--- config.mk ---
export PLATFORM = sky130hd
export DESIGN_NAME = pic_intc
export DESIGN_NICKNAME = d
export VERILOG_FILES = /design/src/rtl/pic_pkg.sv /design/src/rtl/pic_cfg_regs.sv /design/src/rtl/pic_req_latch.sv /design/src/rtl/pic_prio_res.sv /design/src/rtl/pic_intc.sv
export SDC_FILE = /design/constraint.sdc
export NUM_CORES = 1
export LEC_CHECK = 0
export BUFFER_PORTS_ARGS = -buffer_cell sky130_fd_sc_hd__buf_2
export CORE_ASPECT_RATIO = 0.75
export CORE_MARGIN = 2
export CORE_UTILIZATION = 25
export DETAILED_ROUTE_END_ITERATION = 6
export MAX_ROUTING_LAYER = met4
export PLACE_DENSITY = 0.45
export SLEW_MARGIN = 20
export SYNTH_ARGS = -nofsm -noshare
export SYNTH_HDL_FRONTEND = slang
export SYNTH_SLANG_ARGS = --single-unit
--- constraint.sdc ---
create_clock -name clk -period 2.8 [get_ports clk]
set_clock_uncertainty 0.05 [all_clocks]
set_input_delay 0.56 -clock clk [delete_from_list [all_inputs] [get_ports clk]]
set_output_delay 0.56 -clock clk [all_outputs]
set_load 0.02 [all_outputs]
--- src/rtl/pic_pkg.sv ---
package pic_pkg;
  localparam int PIC_LINES  = 8;
  localparam int PIC_IDX_W  = $clog2(PIC_LINES);
  localparam int PIC_BYTE_W = 8;

  typedef logic [PIC_LINES-1:0]  line_vec_t;
  typedef logic [PIC_IDX_W-1:0]  line_idx_t;
  typedef logic [PIC_BYTE_W-1:0] byte_t;

  typedef enum logic [1:0] {
    SEQ_IDLE,
    SEQ_BASE,
    SEQ_CASC,
    SEQ_MODE
  } seq_state_t;

  localparam byte_t CMD_SEL_IRR  = 8'h0A;
  localparam byte_t CMD_SEL_ISR  = 8'h0B;
  localparam logic [4:0] EOI_PREFIX = 5'b01100;
  localparam int START_BIT = 4;
  localparam int LEVEL_BIT = 3;
  localparam int AEOI_BIT  = 1;
endpackage

--- src/rtl/pic_cfg_regs.sv ---
module pic_cfg_regs
  import pic_pkg::*;
(
  input  logic      clk,
  input  logic      rst_n,
  input  logic      wr_en,
  input  logic      wr_addr,
  input  byte_t     wr_data,
  output byte_t     vec_base,
  output byte_t     casc_word,
  output byte_t     imr,
  output logic      aeoi,
  output logic      level_mode,
  output logic      sel_isr,
  output logic      cfg_done,
  output logic      init_pulse,
  output logic      eoi_pulse,
  output line_idx_t eoi_idx
);
  seq_state_t seq_q;
  logic cmd_wr, data_wr, is_start, is_eoi;

  always_comb begin
    cmd_wr     = wr_en & ~wr_addr;
    data_wr    = wr_en & wr_addr;
    is_start   = wr_data[START_BIT];
    is_eoi     = (wr_data[7:3] == EOI_PREFIX);
    init_pulse = cmd_wr & is_start;
    eoi_pulse  = cmd_wr & ~is_start & is_eoi;
    eoi_idx    = wr_data[PIC_IDX_W-1:0];
  end

  always_ff @(posedge clk) begin
    if (!rst_n) begin
      seq_q      <= SEQ_IDLE;
      vec_base   <= '0;
      casc_word  <= '0;
      imr        <= '1;
      aeoi       <= 1'b0;
      level_mode <= 1'b0;
      sel_isr    <= 1'b0;
      cfg_done   <= 1'b0;
    end else begin
      if (init_pulse) begin
        seq_q      <= SEQ_BASE;
        cfg_done   <= 1'b0;
        sel_isr    <= 1'b0;
        level_mode <= wr_data[LEVEL_BIT];
      end else if (cmd_wr && wr_data == CMD_SEL_IRR) begin
        sel_isr <= 1'b0;
      end else if (cmd_wr && wr_data == CMD_SEL_ISR) begin
        sel_isr <= 1'b1;
      end
      if (data_wr) begin
        case (seq_q)
          SEQ_IDLE: imr <= wr_data;
          SEQ_BASE: begin
            vec_base <= wr_data;
            seq_q    <= SEQ_CASC;
          end
          SEQ_CASC: begin
            casc_word <= wr_data;
            seq_q     <= SEQ_MODE;
          end
          SEQ_MODE: begin
            aeoi     <= wr_data[AEOI_BIT];
            cfg_done <= 1'b1;
            seq_q    <= SEQ_IDLE;
          end
          default: seq_q <= SEQ_IDLE;
        endcase
      end
    end
  end
endmodule

--- src/rtl/pic_req_latch.sv ---
module pic_req_latch
  import pic_pkg::*;
(
  input  logic      clk,
  input  logic      rst_n,
  input  line_vec_t irq_in,
  input  logic      level_mode,
  input  logic      enable,
  input  logic      clear_all,
  input  logic      grant,
  input  line_idx_t grant_idx,
  output line_vec_t irr
);
  for (genvar g = 0; g < PIC_LINES; g++) begin : g_line
    logic prev_q, irr_q;
    always_ff @(posedge clk) begin
      if (!rst_n) begin
        prev_q <= 1'b0;
        irr_q  <= 1'b0;
      end else begin
        prev_q <= irq_in[g];
        if (clear_all || !enable)
          irr_q <= 1'b0;
        else if (level_mode)
          irr_q <= irq_in[g];
        else if (irq_in[g] && !prev_q)
          irr_q <= 1'b1;
        else if (grant && grant_idx == line_idx_t'(g))
          irr_q <= 1'b0;
      end
    end
    assign irr[g] = irr_q;
  end
endmodule

--- src/rtl/pic_prio_res.sv ---
module pic_prio_res
  import pic_pkg::*;
(
  input  line_vec_t irr,
  input  line_vec_t isr,
  input  line_vec_t imr,
  input  logic      enable,
  output logic      win_valid,
  output line_idx_t win_idx,
  output logic      int_req
);
  line_vec_t isr_pfx, cand;
  logic acc;

  always_comb begin
    acc = 1'b0;
    for (int i = 0; i < PIC_LINES; i++) begin
      acc        = acc | isr[i];
      isr_pfx[i] = acc;
    end
    cand      = irr & ~imr & ~isr_pfx & {PIC_LINES{enable}};
    win_valid = |cand;
    win_idx   = '0;
    for (int i = PIC_LINES - 1; i >= 0; i--) begin
      if (cand[i]) win_idx = line_idx_t'(i);
    end
    int_req = win_valid;
  end
endmodule

--- src/rtl/pic_intc.sv ---
module pic_intc
  import pic_pkg::*;
(
  input  logic       clk,
  input  logic       rst_n,
  input  logic       bus_wr,
  input  logic       bus_addr,
  input  logic [7:0] bus_wdata,
  output logic [7:0] bus_rdata,
  input  logic [7:0] irq_in,
  output logic       int_out,
  input  logic       int_ack,
  input  logic       slave_mode,
  input  logic [2:0] cas_id_in,
  output logic       vec_valid,
  output logic [7:0] vec_data,
  output logic       cas_active,
  output logic [2:0] cas_id_out
);
  byte_t     vec_base, casc_word, imr;
  logic      aeoi, level_mode, sel_isr, cfg_done, init_pulse, eoi_pulse;
  line_idx_t eoi_idx, win_idx;
  line_vec_t irr, isr, isr_set, isr_clr;
  logic      win_valid, int_req, ack_take, grant, casc_hit;

  pic_cfg_regs u_cfg (
    .clk(clk), .rst_n(rst_n), .wr_en(bus_wr), .wr_addr(bus_addr),
    .wr_data(bus_wdata), .vec_base(vec_base), .casc_word(casc_word),
    .imr(imr), .aeoi(aeoi), .level_mode(level_mode), .sel_isr(sel_isr),
    .cfg_done(cfg_done), .init_pulse(init_pulse), .eoi_pulse(eoi_pulse),
    .eoi_idx(eoi_idx)
  );

  pic_req_latch u_req (
    .clk(clk), .rst_n(rst_n), .irq_in(irq_in), .level_mode(level_mode),
    .enable(cfg_done), .clear_all(init_pulse), .grant(grant),
    .grant_idx(win_idx), .irr(irr)
  );

  pic_prio_res u_prio (
    .irr(irr), .isr(isr), .imr(imr), .enable(cfg_done),
    .win_valid(win_valid), .win_idx(win_idx), .int_req(int_req)
  );

  always_comb begin
    ack_take = int_ack & cfg_done &
               (~slave_mode | (cas_id_in == casc_word[PIC_IDX_W-1:0]));
    grant    = ack_take & win_valid;
    casc_hit = ~slave_mode & casc_word[win_idx];
    isr_set  = '0;
    isr_clr  = '0;
    if (grant && !aeoi) isr_set[win_idx] = 1'b1;
    if (eoi_pulse)      isr_clr[eoi_idx] = 1'b1;
    int_out   = int_req;
    bus_rdata = bus_addr ? imr : (sel_isr ? isr : irr);
  end

  always_ff @(posedge clk) begin
    if (!rst_n) begin
      isr        <= '0;
      vec_valid  <= 1'b0;
      vec_data   <= '0;
      cas_active <= 1'b0;
      cas_id_out <= '0;
    end else begin
      if (init_pulse) isr <= '0;
      else            isr <= (isr & ~isr_clr) | isr_set;
      vec_valid  <= ack_take & ~(grant & casc_hit);
      cas_active <= grant & casc_hit;
      if (ack_take) begin
        vec_data   <= vec_base + byte_t'(grant ? win_idx : line_idx_t'(PIC_LINES - 1));
        cas_id_out <= win_idx;
      end
    end
  end
endmodule

==> out/qor.csv <==
stage,metric,value,unit
drt,total wire length,10.4,mm
power,Max rail drop VDD,0.269,mV
worst_setup_path,Setup CP Type,register to register,
logic_synthesis,yosys warns,0,
worst_setup_path,WP data required,3.00,ns
timing,fin. max-slew vios,0,
placed_design,GPL Wtd Cong,0.884,
cells_and_area,fin cells,665,
cts,clock sink count,67,
timing,# setup viols final,0,
logic_synthesis,top-area cell type share of the netlist area,0.407,
logic_synthesis,post-synthesis cell area,3300,um^2
power,pwr/cell area,514,nW/um^2
cts,maximum buffer depth of the clock tree,2,
hold_path,type of the tightest min-delay check,input pin to register,
placed_design,Final HPWL DP,7.92,mm
logic_synthesis,predominant post-synthesis flop cell,dfxtp_1,
logic_synthesis,most common cell in the netlist,dfxtp_1,
die,# IOs,47,
global_routing,pin count of the biggest net entering global routing,24,
cts,clock root cell,clkbuf_16,
logic_synthesis,Synth top cells by count,"dfxtp_1, nand2_1, a21oi_1, nand3_1, o21ai_0",
cells_and_area,P&R area growth vs syn,32.8,%
worst_setup_path,startpoint type of the worst setup path,register,
drt,drt pass-1 iters,4,
timing,Tightest Pin Transition,0.611,ns
cts,"Clk Latency, worst-skew pair",0.34,ns
placed_design,placed cells,646,
logic_synthesis,Synth area leaders,"dfxtp_1, nand2_1, a21oi_1",
cts,H-tree Lvls,3,
drt,DR WL/cell,15.7,um
die,num rows,36,
cts,CTS tree,built,
logic_synthesis,syn_area_per_cell,8.09,um^2
cells_and_area,NumNets Final,523,
placed_design,Port Buffers,46,
cells_and_area,FILL cells,1368,
global_routing,GRT Util Overall,0.158,
die,DIE HEIGHT,103,um
power,P_leak,0.00170,uW
logic_synthesis,Post-synth EDFFs,0,
placed_design,"Cell Area, Placed",3980,um^2
worst_setup_path,arrival time of the worst setup path,2.88,ns
timing,hold_ws,0.389,ns
global_routing,grt ovf,0,
logic_synthesis,"Seq/Total Area, Yosys",0.407,
logic_synthesis,Synth area leader,dfxtp_1,
global_routing,first-pass GRT wire length,16.2,mm
timing,Slew HR,0.592,
cells_and_area,share of cells above drive strength 1,0.281,
global_routing,initial antenna violation count,0,
global_routing,vias in the first global route,2961,
cts,Hold Buf Count CTS,0,
cts,"Clk pin slew, worst setup/hold paths",0.06,ns
drt,remaining antenna violation count after routing,0,
die,core area,12900,um^2
timing,Fin. Hold Viols,0,
timing,RSZ-0062 raised after global routing,true,
die,die width,137,um
logic_synthesis,Yosys reg bits,67,
logic_synthesis,synth unique cells,54,
timing,period utilization,0.956,
logic_synthesis,Syn Nets,442,
worst_setup_path,CP Max Fanout,3,
cells_and_area,design area,4380,um^2
cells_and_area,Ant. Diodes,0,
outcome,status,"complete, no violations",
cts,total CTS buffers,9,
die,initial core utilization,0.255,
timing,Fmax achieved,0.374,GHz
drt,drt drc,0,
job,Max Cap Viol,0,
power,PnR Total Power,2250,uW
drt,via count,3132,
logic_synthesis,Gate Count Post-Synth,408,
drt,DR iter-0 viols,279,
die,DIE AREA,14100,um^2
drt,via/cell ratio,4.71,
timing,minimum clock period,2.68,ns
worst_setup_path,Crit. End Element,register,
logic_synthesis,Async SR Flop Fraction,0,
placed_design,pre-CTS setup slack,-0.174,ns
timing,fin worst setup slack,0.124,ns
==> critical path, stage by stage (launching register included) <==
cell and delay, ns:
dfxtp_1 0.32, nor4b_2 0.15, buf_4 0.13, o31a_1 0.31
o21ai_2 0.20, nand3_2 0.11, nand3_2 0.09, ha_2 0.18
inv_1 0.05, fa_2 0.35, nor2b_2 0.14, o2111ai_1 0.12
xor2_1 0.16, a211oi_1 0.21
==> layout make-up <==
type / instances / area (um^2) / share of cell area
Multi-Input combinational cell: 302 / 1900 / 0.434
Sequential cell: 67 / 1350 / 0.307
Timing Repair Buffer: 90 / 561 / 0.128
Clock buffer: 10 / 239 / 0.0545
Tap cell: 171 / 214 / 0.0488
Inverter: 19 / 71.3 / 0.0163
Clock inverter: 6 / 47.5 / 0.0108
==> layer usage <==
layer	track usage	vias to the layer above	part of all wire
met3	0.0390	10	0.058
met4	0.0457	0	0.012
met2	0.211	81	0.40
met5	-	-	0
met1	0.231	1449	0.53
li1	-	1592	-
==> layout by cell type (no fill, tap or decap), drive strengths merged, types with 3 or more instances in the layout <==
cell      count
nor2b         9
nand2b        4
and2         11
nor3b         5
nand2        61
nand3        35
o21ai        34
xor2          3
buf          90
a211oi        9
ha            8
a21oi        36
clkbuf       10
nor2         22
or3           5
nand3b        3
and3          3
inv          21
clkinvlp      4
mux2i        14
o211ai        6
xnor2         6
dfxtp        67
==> state kept, by name, summed over array words and instances, names as in the netlist, 2 cells and up <==
| name | count |
|---|---|
| u_cfg.casc_word | 8 |
| isr | 8 |
| cas_id_out | 3 |
| u_cfg.imr | 8 |
| u_req.g_line.irr_q | 8 |
| vec_data | 8 |
| u_cfg.seq_q | 2 |
| u_cfg.vec_base | 8 |
| u_req.g_line.prev_q | 8 |
==> repair_timing <==
action	4_1_cts	5_1_grt
resized for setup	12	15
buffers inserted	0	3
pin swaps	0	9
setup endpoints to repair	5	5
==> cells by family after synthesis <==
group | synth area share
multiplexers | 0.0425
adder cells (fa/ha/maj) | 0.0364
XOR/XNOR | 0.0239
buffers and inverters | 0.0444
flip-flops | 0.407
AND/OR/NAND/NOR | 0.266
AO/OA/AOI/OAI | 0.181
==> stage by stage <==
step	TNS, ns	utilization
final	0	0.339
after global routing	-0.0904	0.339
after CTS	0	0.333
after detailed placement	-0.552	0.308
after global placement	-0.175	0.308
after floorplan	0	-
==> report_power, final <==
| part | total, uW | internal [uW] | switching, uW |
|---|---|---|---|
| Sequential | 992 | 974 | 17.7 |
| Clock | 1080 | 629 | 455 |
| Combinational | 179 | 65.8 | 113 |
==> path summary, 6_finish.rpt <==
kind	from	to	slack (ns)	cells past startpoint
max	u_req.g_line[7].irr_q	vec_data[6]	0.12	13
min	irq_in[3]	u_req.g_line[3].prev_q	0.39	2
max reg2reg	u_req.g_line[7].irr_q	vec_data[6]	0.12	13
min reg2reg	u_cfg.casc_word[3]	u_cfg.casc_word[3]	0.41	2
No activity file was read; power rests on OpenSTA's default activity.
